==> src/rtl/sadc_pkg.sv <==
package sadc_pkg;
  typedef enum logic [2:0] {
    ST_IDLE,
    ST_CONV_PULSE,
    ST_WAIT_BUSY,
    ST_READ,
    ST_GUARD,
    ST_WAKE
  } ctl_state_e;
endpackage

==> src/rtl/sadc_downcnt.sv <==
module sadc_downcnt #(
  parameter int W = 8
) (
  input  logic         clk,
  input  logic         rst_n,
  input  logic         load,
  input  logic [W-1:0] load_val,
  output logic         zero
);
  logic [W-1:0] cnt_q;

  always_ff @(posedge clk or negedge rst_n) begin
    if (!rst_n)              cnt_q <= '0;
    else if (load)           cnt_q <= load_val;
    else if (cnt_q != '0)    cnt_q <= cnt_q - 1'b1;
  end

  assign zero = (cnt_q == '0);
endmodule

==> src/rtl/sadc_sclk_gen.sv <==
module sadc_sclk_gen #(
  parameter int DIV   = 5,
  parameter int NBITS = 16
) (
  input  logic clk,
  input  logic rst_n,
  input  logic run,
  output logic sclk,
  output logic fall_tick,
  output logic last_tick
);
  localparam int CW = (DIV > 1) ? $clog2(DIV) : 1;
  localparam int BW = $clog2(NBITS + 1);
  localparam logic [CW-1:0] CNT_LAST = CW'(DIV - 1);
  localparam logic [BW-1:0] BIT_LAST = BW'(NBITS - 1);

  logic [CW-1:0] cnt_q;
  logic [BW-1:0] nrise_q;
  logic          sclk_q;
  logic          wrap;

  assign wrap      = run && (cnt_q == CNT_LAST);
  assign fall_tick = wrap && sclk_q;
  assign last_tick = wrap && !sclk_q && (nrise_q == BIT_LAST);
  assign sclk      = sclk_q;

  always_ff @(posedge clk or negedge rst_n) begin
    if (!rst_n) begin
      cnt_q   <= '0;
      sclk_q  <= 1'b1;
      nrise_q <= '0;
    end else if (!run) begin
      cnt_q   <= '0;
      sclk_q  <= 1'b1;
      nrise_q <= '0;
    end else if (wrap) begin
      cnt_q  <= '0;
      sclk_q <= ~sclk_q;
      if (!sclk_q) nrise_q <= nrise_q + 1'b1;
    end else begin
      cnt_q <= cnt_q + 1'b1;
    end
  end
endmodule

==> src/rtl/sadc_shift_in.sv <==
module sadc_shift_in #(
  parameter int KEEP = 12
) (
  input  logic            clk,
  input  logic            rst_n,
  input  logic            shift_en,
  input  logic            sdata,
  output logic [KEEP-1:0] word
);
  logic [KEEP-1:0] sh_q;

  generate
    if (KEEP > 1) begin : g_wide
      always_ff @(posedge clk or negedge rst_n) begin
        if (!rst_n)        sh_q <= '0;
        else if (shift_en) sh_q <= {sh_q[KEEP-2:0], sdata};
      end
    end else begin : g_single
      always_ff @(posedge clk or negedge rst_n) begin
        if (!rst_n)        sh_q <= '0;
        else if (shift_en) sh_q <= sdata;
      end
    end
  endgenerate

  assign word = sh_q;
endmodule

==> src/rtl/sadc_host.sv <==
module sadc_host
  import sadc_pkg::*;
#(
  parameter int CLK_DIV      = 5,
  parameter int FRAME_BITS   = 16,
  parameter int RES_BITS     = 12,
  parameter int SYNC_STAGES  = 2,
  parameter int CONV_LOW_CYC = 6,
  parameter int WAKE_CYC     = 700,
  parameter int BUSY_TMO_CYC = 1000,
  parameter int GUARD_CYC    = 40,
  parameter int PERIOD_CYC   = 1000
) (
  input  logic                clk,
  input  logic                rst_n,
  input  logic                start,
  input  logic                cont_en,
  input  logic                sleep_mode,
  input  logic                res_ready,
  input  logic                adc_busy,
  input  logic                adc_sdata,
  output logic                adc_cnv_n,
  output logic                adc_sclk,
  output logic                res_valid,
  output logic [RES_BITS-1:0] res_data,
  output logic                conv_err
);
  localparam int M1 = (CONV_LOW_CYC > WAKE_CYC) ? CONV_LOW_CYC : WAKE_CYC;
  localparam int M2 = (BUSY_TMO_CYC > GUARD_CYC) ? BUSY_TMO_CYC : GUARD_CYC;
  localparam int TMR_MAX = (M1 > M2) ? M1 : M2;
  localparam int TW = $clog2(TMR_MAX + 1);
  localparam int PW = $clog2(PERIOD_CYC + 1);
  localparam logic [TW-1:0] LD_LOW   = TW'(CONV_LOW_CYC - 1);
  localparam logic [TW-1:0] LD_WAKE  = TW'(WAKE_CYC - 1);
  localparam logic [TW-1:0] LD_TMO   = TW'(BUSY_TMO_CYC - 1);
  localparam logic [TW-1:0] LD_GUARD = TW'(GUARD_CYC - 1);
  localparam logic [PW-1:0] LD_PER   = PW'(PERIOD_CYC - 1);

  ctl_state_e state, nxt;
  logic mode_q, mode_nxt;
  logic cnv_q, cnv_d;
  logic err_q, err_set, err_clr;
  logic tmr_load, tmr_zero, per_load, per_zero;
  logic [TW-1:0] tmr_val;
  logic [SYNC_STAGES-1:0] busy_sync;
  logic busy_fall;
  logic fall_tick, last_tick;
  logic [RES_BITS-1:0] word;
  logic vld_q;
  logic [RES_BITS-1:0] data_q;

  // busy crosses from the converter: synchronise, then find its falling edge
  always_ff @(posedge clk or negedge rst_n) begin
    if (!rst_n) busy_sync <= '0;
    else        busy_sync <= {busy_sync[SYNC_STAGES-2:0], adc_busy};
  end
  assign busy_fall = busy_sync[SYNC_STAGES-1] && !busy_sync[SYNC_STAGES-2];

  sadc_downcnt #(.W(TW)) tmr_i (
    .clk(clk), .rst_n(rst_n), .load(tmr_load), .load_val(tmr_val), .zero(tmr_zero)
  );

  sadc_downcnt #(.W(PW)) per_i (
    .clk(clk), .rst_n(rst_n), .load(per_load), .load_val(LD_PER), .zero(per_zero)
  );

  sadc_sclk_gen #(.DIV(CLK_DIV), .NBITS(FRAME_BITS)) sclk_i (
    .clk(clk), .rst_n(rst_n), .run(state == ST_READ),
    .sclk(adc_sclk), .fall_tick(fall_tick), .last_tick(last_tick)
  );

  sadc_shift_in #(.KEEP(RES_BITS)) shin_i (
    .clk(clk), .rst_n(rst_n), .shift_en(fall_tick), .sdata(adc_sdata), .word(word)
  );

  always_comb begin
    nxt      = state;
    mode_nxt = mode_q;
    tmr_load = 1'b0;
    tmr_val  = '0;
    per_load = 1'b0;
    err_set  = 1'b0;
    err_clr  = 1'b0;
    unique case (state)
      ST_IDLE: begin
        if (start && !vld_q) begin
          err_clr  = 1'b1;
          per_load = 1'b1;
          tmr_load = 1'b1;
          mode_nxt = sleep_mode;
          if (sleep_mode || mode_q) begin
            nxt     = ST_WAKE;
            tmr_val = LD_WAKE;
          end else begin
            nxt     = ST_CONV_PULSE;
            tmr_val = LD_LOW;
          end
        end
      end
      ST_WAKE: begin
        if (tmr_zero) begin
          tmr_load = 1'b1;
          if (mode_q) begin
            nxt     = ST_WAIT_BUSY;
            tmr_val = LD_TMO;
          end else begin
            nxt     = ST_CONV_PULSE;
            tmr_val = LD_LOW;
          end
        end
      end
      ST_CONV_PULSE: begin
        if (tmr_zero) begin
          nxt      = ST_WAIT_BUSY;
          tmr_load = 1'b1;
          tmr_val  = LD_TMO;
        end
      end
      ST_WAIT_BUSY: begin
        if (busy_fall) begin
          nxt = ST_READ;
        end else if (tmr_zero) begin
          nxt     = ST_IDLE;
          err_set = 1'b1;
        end
      end
      ST_READ: begin
        if (last_tick) begin
          nxt      = ST_GUARD;
          tmr_load = 1'b1;
          tmr_val  = LD_GUARD;
        end
      end
      ST_GUARD: begin
        if (tmr_zero) begin
          if (!cont_en) begin
            nxt = ST_IDLE;
          end else if (per_zero && !vld_q) begin
            per_load = 1'b1;
            tmr_load = 1'b1;
            if (mode_q) begin
              nxt     = ST_WAKE;
              tmr_val = LD_WAKE;
            end else begin
              nxt     = ST_CONV_PULSE;
              tmr_val = LD_LOW;
            end
          end
        end
      end
      default: nxt = ST_IDLE;
    endcase
  end

  // strobe level follows the next state: high while waking, low in the
  // start pulse, otherwise the resting level of the selected style
  assign cnv_d = (nxt == ST_WAKE) || (!mode_nxt && (nxt != ST_CONV_PULSE));

  always_ff @(posedge clk or negedge rst_n) begin
    if (!rst_n) begin
      state  <= ST_IDLE;
      mode_q <= 1'b0;
      cnv_q  <= 1'b1;
      err_q  <= 1'b0;
    end else begin
      state  <= nxt;
      mode_q <= mode_nxt;
      cnv_q  <= cnv_d;
      if (err_set)      err_q <= 1'b1;
      else if (err_clr) err_q <= 1'b0;
    end
  end

  always_ff @(posedge clk or negedge rst_n) begin
    if (!rst_n) begin
      vld_q  <= 1'b0;
      data_q <= '0;
    end else if (state == ST_READ && last_tick) begin
      vld_q  <= 1'b1;
      data_q <= word;
    end else if (vld_q && res_ready) begin
      vld_q  <= 1'b0;
    end
  end

  assign adc_cnv_n = cnv_q;
  assign res_valid = vld_q;
  assign res_data  = data_q;
  assign conv_err  = err_q;
endmodule

==> config.mk <==
export PLATFORM = sky130hd
export DESIGN_NAME = sadc_host
export DESIGN_NICKNAME = d
export VERILOG_FILES = /design/src/rtl/sadc_pkg.sv /design/src/rtl/sadc_downcnt.sv /design/src/rtl/sadc_sclk_gen.sv /design/src/rtl/sadc_shift_in.sv /design/src/rtl/sadc_host.sv
export SDC_FILE = /design/constraint.sdc
export NUM_CORES = 1
export LEC_CHECK = 0
export BUFFER_PORTS_ARGS = -buffer_cell sky130_fd_sc_hd__buf_2
export CORE_MARGIN = 3
export CORE_UTILIZATION = 55
export CTS_CLUSTER_DIAMETER = 200
export DETAILED_ROUTE_END_ITERATION = 7
export GPL_TIMING_DRIVEN = 1
export HOLD_SLACK_MARGIN = 0.02
export PLACE_DENSITY = 0.72
export RECOVER_POWER = 50
export SYNTH_ARGS = -nofsm -noshare
export SYNTH_HDL_FRONTEND = slang
export SYNTH_SLANG_ARGS = --single-unit
==> constraint.sdc <==
create_clock -name clk -period 3.2 [get_ports clk]
set_input_delay 0.64 -clock clk [delete_from_list [all_inputs] [get_ports clk]]
set_output_delay 0.64 -clock clk [all_outputs]
set_load 0.1 [all_outputs]
=== After elaboration in Yosys (flattened, before gate mapping) ===
Cells that the tools add are included.

* Equality and inequality tests: 11
* Reductions and logical operators: 27
* Add/subtract/negate cells: 4
* Bitwise gates (word level): 1
* Mux-type cells: 52

{| class="wikitable"
|+ Operators by type and width
! operator !! number
|-
| $mux 10 || 13
|-
| $pmux 10 s5 || 1
|-
| $mux 3 || 13
|-
| $logic_not 10->1 || 2
|-
| $reduce_bool 10->1 || 2
|-
| $sub 10x1->10 const B || 2
|-
| $pmux 3 s6 || 1
|-
| $mux 1 || 17
|-
| $mux 5 || 3
|-
| $eq 3x3->1 const B || 4
|-
| $logic_and 1x1->1 || 10
|-
| $reduce_bool 2->1 || 4
|-
| $eq 3x2->1 const B || 2
|-
| $mux 6 || 1
|-
| $add 5x1->5 const B || 1
|-
| $eq 5x4->1 const B || 1
|-
| $logic_not 1->1 || 4
|-
| $ne 2x2->1 const B || 2
|-
| $pmux 1 s4 || 1
|-
| $add 3x1->3 const B || 1
|-
| $eq 3x1->1 const B || 1
|-
| $logic_not 3->1 || 1
|-
| $ne 3x1->1 const B || 1
|-
| $logic_or 1x1->1 || 2
|-
| 5 further kinds || 5
|}

* Output and inout bits: 16
* Bits of input ports: 8
* Register bits after elaboration: 62

=== Longest topological paths before layout ===
Gate-level depths: netlist of run 1.

* Depth after elaboration: 9
* Depth in mapped cells: 9

=== Cells and area by module ===
From an unflattened synthesis of run 1, not the netlist that was laid out.

* Cells, all modules: 298
* Area total of the unflattened synthesis: 3160.5 µm²

{| class="wikitable"
|+ By module, submodules not included
! module !! instances !! area an instance (µm²) !! cells an instance
|-
| sadc_downcnt || 2 || 594.3 || 67
|-
| sadc_host || 1 || 1018.5 || 91
|-
| sadc_shift_in || 1 || 484.2 || 25
|-
| sadc_sclk_gen || 1 || 469.2 || 48
|}

=== Worst setup path before layout of run 1 ===
OpenSTA, ideal clock, no wires.

* Path type: register to register
* Start: reg tmr_i.cnt_q[0]
* End: reg cnv_q, in the netlist adc_cnv_n
* Arrival time: 2.325 ns
* Setup slack: 0.790 ns
* Library setup time: 0.085 ns
* Clock period less this slack: 2.410 ns
* Stages on the path, launching flop included: 9
* Path buffers: 1
* Cell sequence: dfrtp_1 > inv_1 > ha_1 > or4b_1 > or3_1 > buf_6 > o21a_1 > o31ai_2 > mux2_1

* Longest elaborated chain between the ends: 7
* Elaborated cells on any way between the ends: 11
* Those cells by class: eq/ne (2); mux (6); reduce/logical (3)

{| class="wikitable"
|+ RTL lines
! what !! line !! source
|-
| start, declared || sadc_downcnt.sv:10 || <nowiki>logic [W-1:0] cnt_q;</nowiki>
|-
| start signal, assigned || sadc_downcnt.sv:14 || <nowiki>else if (load) cnt_q <= load_val;</nowiki>
|-
| start signal, assigned || sadc_downcnt.sv:15 || <nowiki>else if (cnt_q != '0) cnt_q <= cnt_q - 1'b1;</nowiki>
|-
| $logic_not 10->1 (*) || sadc_downcnt.sv:18 || <nowiki>assign zero = (cnt_q == '0);</nowiki>
|-
| $mux 3 || sadc_host.sv:122 || <nowiki>end else if (tmr_zero) begin</nowiki>
|-
| $mux 3 || sadc_host.sv:120 || <nowiki>if (busy_fall) begin</nowiki>
|-
| $pmux 3 s6 (*) || sadc_host.sv:84 || <nowiki>unique case (state)</nowiki>
|-
| $ne 3x1->1 || sadc_host.sv:157 || <nowiki>assign cnv_d = (nxt == ST_WAKE) || (!mode_nxt && (nxt != ST_CONV_PULSE));</nowiki>
|-
| $logic_and 1x1->1 || sadc_host.sv:157 ||
|-
| $logic_or 1x1->1 (*) || sadc_host.sv:157 ||
|-
| net cnv_d || sadc_host.sv:41 || <nowiki>logic cnv_q, cnv_d;</nowiki>
|-
| end signal, assigned || sadc_host.sv:168 || <nowiki>cnv_q <= cnv_d;</nowiki>
|-
| end, declared || sadc_host.sv:41 ||
|}

Mark *: on every way through the listed nets, which the timed path passes. The rest lies on a longest branch.
A chain may end at the register's enable or synchronous reset.

=== Final worst setup path of run 1 ===
Ends and elaborated chain as after synthesis.

==> results of run 1 <==
-- through the flow --
| step | setup WS (ns) | area (um^2) | hold slack (ns) | total power (W) |
|---|---|---|---|---|
| after global placement | 0.722 | 3160 | 0.363 | 0.000824 |
| after floorplan | 0.790 | 2960 | 0.344 | 0.000802 |
| after CTS | 0.623 | 3400 | 0.287 | 0.00166 |
| after detailed placement | 0.631 | 3160 | 0.364 | 0.000824 |
| after global routing | 0.508 | 3400 | 0.385 | 0.00169 |
| final | 0.616 | 3400 | 0.378 | 0.00164 |
-- power breakdown --
group / total, W / leakage, nW / switching [W] / internal, W
Combinational: 0.0000221 / 0.691 / 0.0000180 / 0.00000413
Clock: 0.000836 / 0.116 / 0.000316 / 0.000520
Sequential: 0.000785 / 0.790 / 0.000000406 / 0.000785
-- metal layers --
metal	track usage [%]	wire length (um)
met5	0	0
met4	7.56	66
met2	32.0	2740
met1	26.7	2680
met3	5.22	236
-- registers in the layout, indices dropped and copies added (netlist names) --
name            flops
res_data           12
shin_i.word        12
per_i.cnt_q        10
tmr_i.cnt_q        10
sclk_i.nrise_q      5
sclk_i.cnt_q        3
state               3
busy_sync           2
adc_cnv_n           1
conv_err            1
mode_q              1
res_valid           1
sclk_i.sclk         1
-- worst register-to-register path: stages (launching register included) --
cell and delay (ns):
dfrtp_1 0.40, inv_1 0.10, ha_1 0.19, or4b_1 0.50
or3_1 0.46, o21a_1 0.25, o31ai_2 0.26, mux2_1 0.35
-- cells by family (layout without fill, tap and decap cells) --
group	count (synthesis)	after routing	share of synthesized area, %
xor gates and xnor gates	14	14	4.15
buffers and inverters	19	55	2.66
adders and majority gates	7	7	2.96
muxes	26	26	9.86
and+or+nand+nor	102	102	18.3
AOI/OAI and AO/OA	41	41	9.56
DFF	62	62	52.5
-- path summary, 6_finish.rpt --
kind,to,slack (ns),depth (start not counted)
max,adc_cnv_n,0.62,7
min,busy_sync[1],0.38,0
max reg2reg,adc_cnv_n,0.62,7
min reg2reg,busy_sync[1],0.38,0
max in group asynchronous,res_data[2],1.08,2
min in group asynchronous,per_i.cnt_q[6],0.55,1
-- layout by cell type (no fill, tap or decap), drive strengths merged, types with 10 or more instances in the layout --
| master | Yosys | final |
|---|---|---|
| dfrtp | 60 | 60 |
| mux2 | 25 | 25 |
| buf | 1 | 25 |
| nor2 | 23 | 23 |
| nand2 | 22 | 22 |
| nand3 | 15 | 15 |
| a21oi | 13 | 13 |
| inv | 12 | 12 |
| clkbuf | 6 | 11 |
| xor2 | 10 | 10 |
-- cell type report --
cell class	count	area [um^2]	area share, %
Clock buffer	9	124	3.64
Clock inverter	7	123	3.61
Inverter	12	45.0	1.32
Multi-Input combinational cell	190	1330	39.0
Sequential cell	62	1550	45.7
Tap cell	70	87.6	2.58
Timing Repair Buffer	27	141	4.16
==> run summary, run 1 <==
The run finished with clean final reports. The initial antenna violation count was 0. For the pin with the worst max-slew slack, the measured transition is 1.24 ns. STA classifies the critical path endpoint as a flip-flop.

The final-report hold violation count came out at 0. The number of cell rows is 26. The share of the core filled with cells in the final layout is 66.1%. The startpoint identified for the worst hold timing path is busy_sync[0]. The total standard cell area after synthesis is 2960 um^2. Dividing the final minimum period by the clock period gives 80.8%. IR analysis of the VDD net gives a maximum drop of 0.438 mV.

Entering global routing, the biggest net connects 41 pins. The count of cell types in the netlist came out at 48. In this run the remaining antenna-violating nets after routing total 0. The count of inserted antenna diode cells is 0. The floorplan die width is 79.3 um. The tree is rooted in a clkbuf_8. The final critical-path required period is 2.58 ns. The detailed-route vias per instance came out at 5.57. The worst setup path is of the reg -> reg kind. The total power divided by cell area is 483 nW/um^2. The kind of cell with the highest combined delay along the critical path is simple AND/OR/NAND/NOR gates.

When the netlist entered floorplanning its net count stood at 286. The total count of max-transition violations in the final report is 0. The first global-routing pass estimated 9830 um of wire. The leakage dissipation is 1.60 nW. The area added between synthesis and finish came out at 14.9%.

Sorting the synthesized cells by how often they occur yields dfrtp_1, mux2_2, nor2_1. The clock net in this run drives a total of 62 sinks. In this run the number of H-tree levels came out at 3. In the post-synthesis netlist, the cell with the most instances is dfrtp_1. The number of ports placed on the die boundary is 24. TritonCTS built the clock tree. Timing would allow up to 387 MHz. The mean area per synthesized cell is 10.9 um^2. The die covers 6290 um^2. The clock reaches the later pin of the worst-skew pair after 0.33 ns. The via count of the first global-routing pass is 2102. The number of clock buffers inserted by TritonCTS came out at 9. The final-report setup violation count came out at 0. The share of synthesized flip-flops with an asynchronous set or reset came out at 100%.

The routed design has 5730 um of wire. The overall track demand over capacity in global routing is 20.2%. The effective utilization at floorplan came out at 57.5%. Setup repair after global routing left no endpoint under its margin. The count of hold-fix buffers inserted at cts is 0.

STA puts the critical path data arrival time at 2.84 ns. Along the worst path, the maximum fanout reaches 7. The count of placed standard cells in the final layout, fillers left out is 377. The filler cell count in the final layout came out at 416.

The sequential share of the synthesized area came out at 52.5%. The detailed router finished its first iteration with 106 violations. The share of post-route cells with drive strength above 1 is 24.1%. The Yosys step of the flow raised 0 warnings.

At the worst endpoint, the required time is 3.46 ns. The number of remaining DRC errors came out at 0. By area the synthesized netlist is led by dfrtp_1, mux2_2, ha_1, xor2_1, nor2_1. The half-perimeter wire length of the detailed placement result is 4070 um. The vertical die dimension is 79.3 um. The total instance count after detailed placement is 361. After clock tree synthesis, the clock-pin slew on the worst setup and hold paths is 0.07 ns.

The post-CTS resize count is 0. Among all flip-flop cells after synthesis, the most frequent one is dfrtp_1. Routability-driven placement finished with a final weighted congestion of 0.910. The fraction of synthesized cell area taken by the top area cell type came out at 50.8%. The largest single stage delay on the critical path is 0.50 ns.

The global route total overflow is 0. For this block, the via count after detailed routing is 2100. The worst clock skew is 0.00981 ns. The buffer levels on the longest clock path came out at 2. The total number of nets in the final design came out at 317. The core outline area came out at 5140 um^2.

STA classifies the critical path startpoint as a flip-flop. The critical register-to-register path startpoint is tmr_i.cnt_q[0]. The buffers inserted during post-CTS setup optimization is 0. The launch point of the worst path is tmr_i.cnt_q[0]. The number of flip-flops and latches in the synthesized netlist is 62. Among all stages on the critical path, the largest delay is contributed by or4b_1. The synthesized design contains 0 enable-type register cells. The sum of negative setup slack came out at 0 ns. The instance count of the mapped netlist is 271. The path class of the tightest hold or removal check is reg -> reg. The detailed-router iteration count before antenna repair came out at 4. The number of maximum-capacitance violations is 0. Together, buffers and inverters on the worst path number 1.

The worst pin sits at a relative slew slack of 17.6%. The signal on the critical path passes through inv_1 > ha_1 > or4b_1 > or3_1 > o21a_1 > o31ai_2 > mux2_1. The mean routed wirelength per cell came out at 15.2 um. The post-synthesis cell type with the largest combined area is dfrtp_1. The number of buffers inserted by port buffering is 23.
Power figures use the tool's default switching activity.
==> run 2, diff against run 1 <==
ABC_AREA = 1   (was not set)
clock period = 2.55 ns   (was 3.2 ns; I/O delays follow)
==> run 2 against run 1 <==
  * Maximum frequency increased by 22%
  * Cell count increased by 25%
  * Global-route usage down 0.40 points
  * Largest cell class unchanged
  * Largest power group is now sequential cells
==> run summary, run 2 <==
The area added between synthesis and finish came to 13.1% (was 14.9%). The post-synthesis net count is 382 (was 286). The power consumption is 0.00196 W (was 0.00164 W). Most used cells in the layout excluding fill and tap cells: nand2_1, dfrtp_1, inv_1, o21ai_0, nor2_1 (was dfrtp_1, mux2_2, nor2_1, nand2_1, buf_2). The initial antenna violation count is 0 (unchanged). The via count of the first global-routing pass is 2329 (was 2102). The overall via count from detail_route is 2343 (was 2100).

The most frequently used flop master after synthesis is dfrtp_1 (unchanged). The final-report setup violation count came to 0 (unchanged). The class of the worst hold path is in -> reg (was reg -> reg). The floorplan die width came to 81.2 um (was 79.3 um). The detailed-route vias per instance is 4.97 (was 5.57). The share of synthesized flip-flops with an asynchronous set or reset is 100% (unchanged). The total standard cell area after synthesis came out at 3110 um^2 (was 2960 um^2). The maximum achievable frequency is 472 MHz (was 387 MHz). The buffer levels on the longest clock path came out at 2 (unchanged). The clock tree root driver cell is clkbuf_8 (unchanged). The wire length of the first global-routing pass came out at 10100 um (was 9830 um). The worst supply voltage drop on vdd is 0.359 mV (was 0.438 mV).

The largest fanout on the critical path is 27 (was 7). The final critical-path required period is 2.12 ns (was 2.58 ns). The detailed router's first-iteration violation count came to 46 (was 106). The core outline area came to 5300 um^2 (was 5140 um^2). The total power divided by cell area is 557 nW/um^2 (was 483 nW/um^2).

The global placer's final weighted congestion is 0.807 (was 0.910). The data arrival at the endpoint of the critical path came out at 2.40 ns (was 2.84 ns). The share of post-route cells with drive strength above 1 is 17.7% (was 24.1%). The sequential share of the synthesized area is 50.0% (was 52.5%). The post-route antenna net violation count came to 0 (unchanged). The clock insertion delay at the later pin of the skew report came out at 0.33 ns (about the same). Leading post-synthesis cells by instance count: nand2_1, dfrtp_1, inv_1 (was dfrtp_1, mux2_2, nor2_1).

The number of cells on the worst reg-to-reg path came out at 12 (was 7). The mean area per synthesized cell is 8.48 um^2 (was 10.9 um^2). The number of cell rows is 26 (unchanged). The Yosys warning count came to 0 (unchanged).

The instance count of the mapped netlist is 367 (was 271). The count of cell types in the netlist came to 36 (was 48). The headroom to the max-slew limit came out at 2.67% (was 17.6%). The half-perimeter wire length of the detailed placement result came out at 4090 um (was 4070 um). The number of remaining DRC errors is 0 (unchanged). The clock-pin slew on the worst setup and hold paths came out at 0.07 ns (about the same). The data required time of the critical path came out at 2.83 ns (was 3.46 ns). The destination of the worst register-to-register timing path is adc_cnv_n (unchanged). The termination of the worst setup path was adc_cnv_n (unchanged). The launch point of the worst path is sclk_i.cnt_q[0] (was tmr_i.cnt_q[0]). The buffers inserted during post-CTS setup optimization came out at 0 (unchanged).

The worst clock skew is 0.00776 ns (was 0.00981 ns). The global route total overflow was 0 (unchanged). Run status: finished clean (unchanged). The maximum number of pins on one net before global-route repair was 38 (was 41). The number of buffers inserted by port buffering is 23 (unchanged). The critical path launch point type is a flip-flop (unchanged).

The number of clock sinks came out at 62 (unchanged). The most frequent cell after synthesis is nand2_1 (was dfrtp_1). The sum of negative setup slack was 0 ns (unchanged). The final-report hold violation count is 0 (unchanged). The number of clock buffers inserted by TritonCTS came out at 9 (unchanged).

The effective utilization at floorplan is 58.7% (was 57.5%). The leading cell type in the layout, fill and taps excluded was nand2_1 (was dfrtp_1). The startpoint-to-endpoint class of the critical path is reg -> reg (unchanged). The count of hold-fix buffers inserted at cts came to 0 (unchanged). The TritonCTS clock tree is done (unchanged).

The overall track demand over capacity in global routing was 19.8% (was 20.2%). The vertical die dimension is 81.2 um (was 79.3 um). The number of flip-flops and latches in the synthesized netlist is 62 (unchanged). The count of inserted antenna diode cells is 0 (unchanged).

The die outline area came out at 6590 um^2 (was 6290 um^2). The mean routed wirelength per cell is 11.9 um (was 15.2 um). The number of ports placed on the die boundary is 24 (unchanged). The maximum level of the CTS H-tree came to 3 (unchanged). Area contributors post-synth: dfrtp_1, nand2_1, o21ai_0, inv_1, nor2_1 (was dfrtp_1, mux2_2, ha_1, xor2_1, nor2_1). The leakage dissipation is 1.75 nW (was 1.60 nW). The actual slew at the worst max-slew pin came to 1.46 ns (was 1.24 ns). The number of enable flip-flop cells after synthesis is 0 (unchanged). The critical register-to-register path startpoint is sclk_i.cnt_q[0] (was tmr_i.cnt_q[0]). The post-CTS resize count came to 0 (unchanged). The number of maximum-capacitance violations is 0 (unchanged). The endpoint kind of the worst setup timing path is a flip-flop (unchanged). Unrepaired setup endpoints after global routing: no (unchanged).

The post-synthesis cell type with the largest combined area is dfrtp_1 (unchanged). The register-to-register path setup slack is 0.43 ns (was 0.62 ns). The sum of routed wire length over all layers is 5620 um (was 5730 um). The total count of max-transition violations in the final report came out at 0 (unchanged). The final cycle utilization of the critical path was 83.1% (was 80.8%).

The fraction of synthesized cell area taken by the top area cell type is 48.3% (was 50.8%). The total number of nets in the final design came out at 411 (was 317). The detailed-router iteration count before antenna repair came to 4 (unchanged).
-- run 2: changes by cell type after synthesis, sizes merged, moves of 4 or more --
cell	previous run	this run
nand2	22	87
mux2	25	1
a21oi	13	8
inv	12	58
xor2	10	6
or4	4	0
nor2	23	43
o21ai	7	45
nand3	15	27
nand2b	6	0
and3	4	0
nor3	5	1
-- run 2: kinds of logic after synthesis --
family | Yosys count | synth area share [%]
simple gates | 166 | 25.9
fa+ha+maj | 7 | 2.82
buf+inv | 65 | 8.33
flops | 62 | 50.0
mux | 1 | 0.362
xor+xnor | 10 | 2.82
compound gates | 56 | 9.82
-- run 2: final cells by class --
class	instances	area, um^2
Fill cell	449	1780
Sequential cell	62	1550
Multi-Input combinational cell	240	1290
Inverter	59	225
Timing Repair Buffer	24	134
Clock buffer	9	124
Clock inverter	7	98.8
Tap cell	70	87.6
-- run 2: worst min path at each step --
| stage | startpoint | endpoint | cells past startpoint |
|---|---|---|---|
| final | adc_busy | busy_sync[0] | 1 |
| after floorplan | rst_n | busy_sync[0] | 0 |
| after global routing | adc_busy | busy_sync[0] | 1 |
| after global placement | busy_sync[0] | busy_sync[1] | 0 |
| after CTS | rst_n | per_i.cnt_q[2] | 1 |
| after detailed placement | busy_sync[0] | busy_sync[1] | 0 |
-- run 2: power breakdown --
part / total [W] / switching [W] / internal, W
combinational: 0.0000308 / 0.0000232 / 0.00000762
clock: 0.000941 / 0.000390 / 0.000551
sequential: 0.000986 / 0.000000801 / 0.000986
-- run 2: metal layers --
metal	GRT usage [%]	routed length, um
met4	8.95	25
met5	0	0
met1	24.1	2650
met2	33.6	2780
met3	4.10	167
-- run 2: worst max-delay path, cell delays in order (launching register included) --
cell,delay (ns)
dfrtp_1,0.40
inv_1,0.07
ha_1,0.13
nand2_1,0.09
nor2_1,0.39
nand3_4,0.33
nand2_1,0.18
nand2_1,0.06
nor2_1,0.12
nand3_2,0.10
nand2_1,0.08
nand2_1,0.05
nand2_1,0.07
-- run 2: per-stage QoR --
| stage | hold slack, ns | utilization [%] | worst slack (ns) | area [um^2] | std cells |
|---|---|---|---|---|---|
| after floorplan | 0.214 | - | 0.500 | 3110 | 367 |
| after global placement | 0.367 | 62.2 | 0.601 | 3300 | 455 |
| after detailed placement | 0.373 | 62.2 | 0.557 | 3300 | 455 |
| after CTS | 0.189 | 66.4 | 0.528 | 3520 | 471 |
| after global routing | 0.264 | 66.4 | 0.235 | 3520 | 471 |
| final | 0.286 | 66.4 | 0.431 | 3520 | 471 |
==> run 3, diff against run 2 <==
clock period = 2 ns   (was 2.55 ns; I/O delays follow)
==> run 3 against run 2 <==
  * Critical path depth decreased by 3
  * Utilization grew 0.26 points
  * Clock power increased by 16%
  * First-iteration DRC count grew to 3.7 times the previous value
  * Register-to-register slack got worse by 0.33 ns
  * Setup slack worse by 0.33 ns
  * Via count up 1.6%
  * Combinational power grew 17%
  * Critical path type unchanged
  * Largest cell class unchanged
  * Largest power group unchanged
==> run summary, run 3 (same netlist as run 2, synthesis figures left out) <==
The overall track demand over capacity in global routing came out at 19.8% (about the same). The startpoint-to-endpoint class of the critical path is reg -> reg (unchanged). The mean routed wirelength per cell came out at 11.9 um (about the same).

The maximum number of pins on one net before global-route repair came to 26 (was 38). The destination of the worst register-to-register timing path is tmr_i.cnt_q[2] (was adc_cnv_n). The leading cell type in the layout, fill and taps excluded is nand2_1 (unchanged).

The power consumption came out at 0.00238 W (was 0.00196 W). The effective utilization at floorplan came to 58.7% (unchanged). The filler cell count in the final layout came to 462 (was 449).

The final critical-path required period came to 1.90 ns (was 2.12 ns). The worst supply voltage drop on vdd came to 0.484 mV (was 0.359 mV). The wire length of the first global-routing pass is 9920 um (was 10100 um). The worst clock skew was 0.00794 ns (was 0.00776 ns).

The number of cell rows was 26 (unchanged). The internal power component came out at 0.00187 W (was 0.00154 W). The number of cells on the worst reg-to-reg path came out at 9 (was 12).

The leakage dissipation came out at 1.78 nW (was 1.75 nW). The final-report setup violation count is 0 (unchanged). The detailed router's first-iteration violation count is 172 (was 46). The final cycle utilization of the critical path came out at 95.0% (was 83.1%). The post-route antenna net violation count came out at 0 (unchanged).

The clock tree root driver cell is clkbuf_8 (unchanged). The register-to-register path setup slack is 0.10 ns (was 0.43 ns). The total number of nets in the final design is 417 (was 411). The number of maximum-capacitance violations is 0 (unchanged). The number of buffers inserted by port buffering is 23 (unchanged). The TritonCTS clock tree is done (unchanged). The largest fanout on the critical path came to 7 (was 27). The buffer levels on the longest clock path was 2 (unchanged). The actual slew at the worst max-slew pin is 1.29 ns (was 1.46 ns). The clock-pin slew on the worst setup and hold paths was 0.07 ns (about the same). The count of placed standard cells in the final layout, fillers left out is 477 (was 471). The share of post-route cells with drive strength above 1 is 18.9% (was 17.7%). The proportion of total power due to net switching came out at 21.6% (was 21.2%).

The critical register-to-register path startpoint is tmr_i.cnt_q[0] (was sclk_i.cnt_q[0]). The sum of routed wire length over all layers was 5680 um (was 5620 um). The vertical die dimension is 81.2 um (unchanged). The maximum level of the CTS H-tree is 3 (unchanged).

The launch point of the worst path is tmr_i.cnt_q[0] (was sclk_i.cnt_q[0]). Run status: finished clean (unchanged). The global placer's final weighted congestion is 0.890 (was 0.807).

The overall via count from detail_route came out at 2380 (was 2343). The critical path launch point type is a flip-flop (unchanged). The endpoint kind of the worst setup timing path is a flip-flop (unchanged). The detailed-router iteration count before antenna repair came to 6 (was 4).

The data required time of the critical path came out at 2.22 ns (was 2.83 ns). The combinational share of power is 1.5% (was 1.6%). The data arrival at the endpoint of the critical path came out at 2.12 ns (was 2.40 ns). The total count of max-transition violations in the final report is 0 (unchanged).

The placement-stage cell area is 3350 um^2 (was 3300 um^2). The number of clock sinks came to 62 (unchanged). The detailed-route vias per instance is 4.99 (was 4.97). Most used cells in the layout excluding fill and tap cells: nand2_1, dfrtp_1, inv_1, o21ai_0, nor2_1 (unchanged). The part of the total power dissipated in the clock network is 45.7% (was 48.1%). The total instance count after detailed placement is 460 (was 455). The clock insertion delay at the later pin of the skew report came out at 0.34 ns (was 0.33 ns).

The global route total overflow is 0 (unchanged). The total power divided by cell area came out at 675 nW/um^2 (was 557 nW/um^2). The number of ports placed on the die boundary is 24 (unchanged). The via count of the first global-routing pass is 2290 (was 2329).

The number of remaining DRC errors came out at 0 (unchanged). The headroom to the max-slew limit is 13.9% (was 2.67%). The share of the core filled with cells in the final layout is 66.6% (was 66.4%).

The floorplan die width is 81.2 um (unchanged). The termination of the worst setup path is tmr_i.cnt_q[2] (was adc_cnv_n). The class of the worst hold path is in -> reg (unchanged). The origin of the worst min-delay path is adc_busy (unchanged). The count of hold-fix buffers inserted at cts came out at 0 (unchanged). The number of clock buffers inserted by TritonCTS is 9 (unchanged). The half-perimeter wire length of the detailed placement result came out at 4200 um (was 4090 um). The area added between synthesis and finish came out at 13.6% (was 13.1%). The core outline area is 5300 um^2 (unchanged).

The maximum achievable frequency was 526 MHz (was 472 MHz). The initial antenna violation count is 0 (unchanged). The share of power burned in registers is 52.8% (was 50.4%).

The switching power of the nets is 0.000515 W (was 0.000414 W). The final-report hold violation count came out at 0 (unchanged). The final standard cell area without fillers is 3530 um^2 (was 3520 um^2). The die outline area is 6590 um^2 (unchanged). The count of inserted antenna diode cells is 0 (unchanged). The sum of negative setup slack is 0 ns (unchanged).
==> run 3: cell count changes in the layout (fill, tap and decap cells not counted), sizes merged <==
cell,delta
bufinv,-1
clkbuf,+4
clkinv,+3
clkinvlp,-3
buf,+3
==> run 3: metrics by stage <==
stage / worst slack [ns] / hold WS, ns
final: 0.100 / 0.161
after global routing: -0.0548 / 0.148
after CTS: 0.0764 / 0.0754
after detailed placement: 0.0967 / 0.397
after global placement: 0.192 / 0.359
after floorplan: 0.195 / 0.104
==> run 3: layout make-up <==
class,count,area [um^2],share of cell area [%]
tap,70,87.6,2.48
multi-input combinational,240,1290,36.7
clock inverter,6,61.3,1.74
sequential,62,1560,44.0
clock buffer,10,138,3.90
inverter,59,225,6.38
timing repair buffer,30,170,4.82
==> run 3: layer usage <==
metal | global-route usage [%] | vias up | share of wire [%]
met5 | 0 | - | 0
li1 | - | 1231 | -
met3 | 4.66 | 12 | 3.2
met2 | 32.1 | 41 | 48
met1 | 24.7 | 1096 | 46
met4 | 10.3 | 0 | 2.4
==> run 3: power groups by stage <==
stage	logic [W]	registers (W)	clock network (W)
after global placement	0.0000456	0.00128	0
after floorplan	0.00000308	0.00128	0
after global routing	0.0000429	0.00126	0.00117
after detailed placement	0.0000465	0.00128	0
after CTS	0.0000466	0.00126	0.00112
final	0.0000359	0.00126	0.00109
==> run 3: how the worst min path moves through the flow <==
stage	endpoint	slack [ns]	depth (start not counted)
4_1_cts	sclk_i.nrise_q[3]	0.08	1
6_report	busy_sync[0]	0.16	1
3_3_place_gp	busy_sync[1]	0.36	0
3_5_place_dp	busy_sync[1]	0.40	0
2_1_floorplan	busy_sync[0]	0.10	0
5_1_grt	busy_sync[0]	0.15	1
==> run 3: timing repair <==
item,4_1_cts,5_1_grt
resized for setup,0,0
setup buffers,0,1
setup endpoints to repair,0,8
==> run 3: critical path, stage by stage (launching register included) <==
cell and delay [ns]:
dfrtp_1 0.38, inv_1 0.13, ha_1 0.27, nand2_4 0.10, nor2_8 0.17, nand3_2 0.11, o21ai_4 0.22, nand2_2 0.15
o21ai_1 0.15, nor2_1 0.09
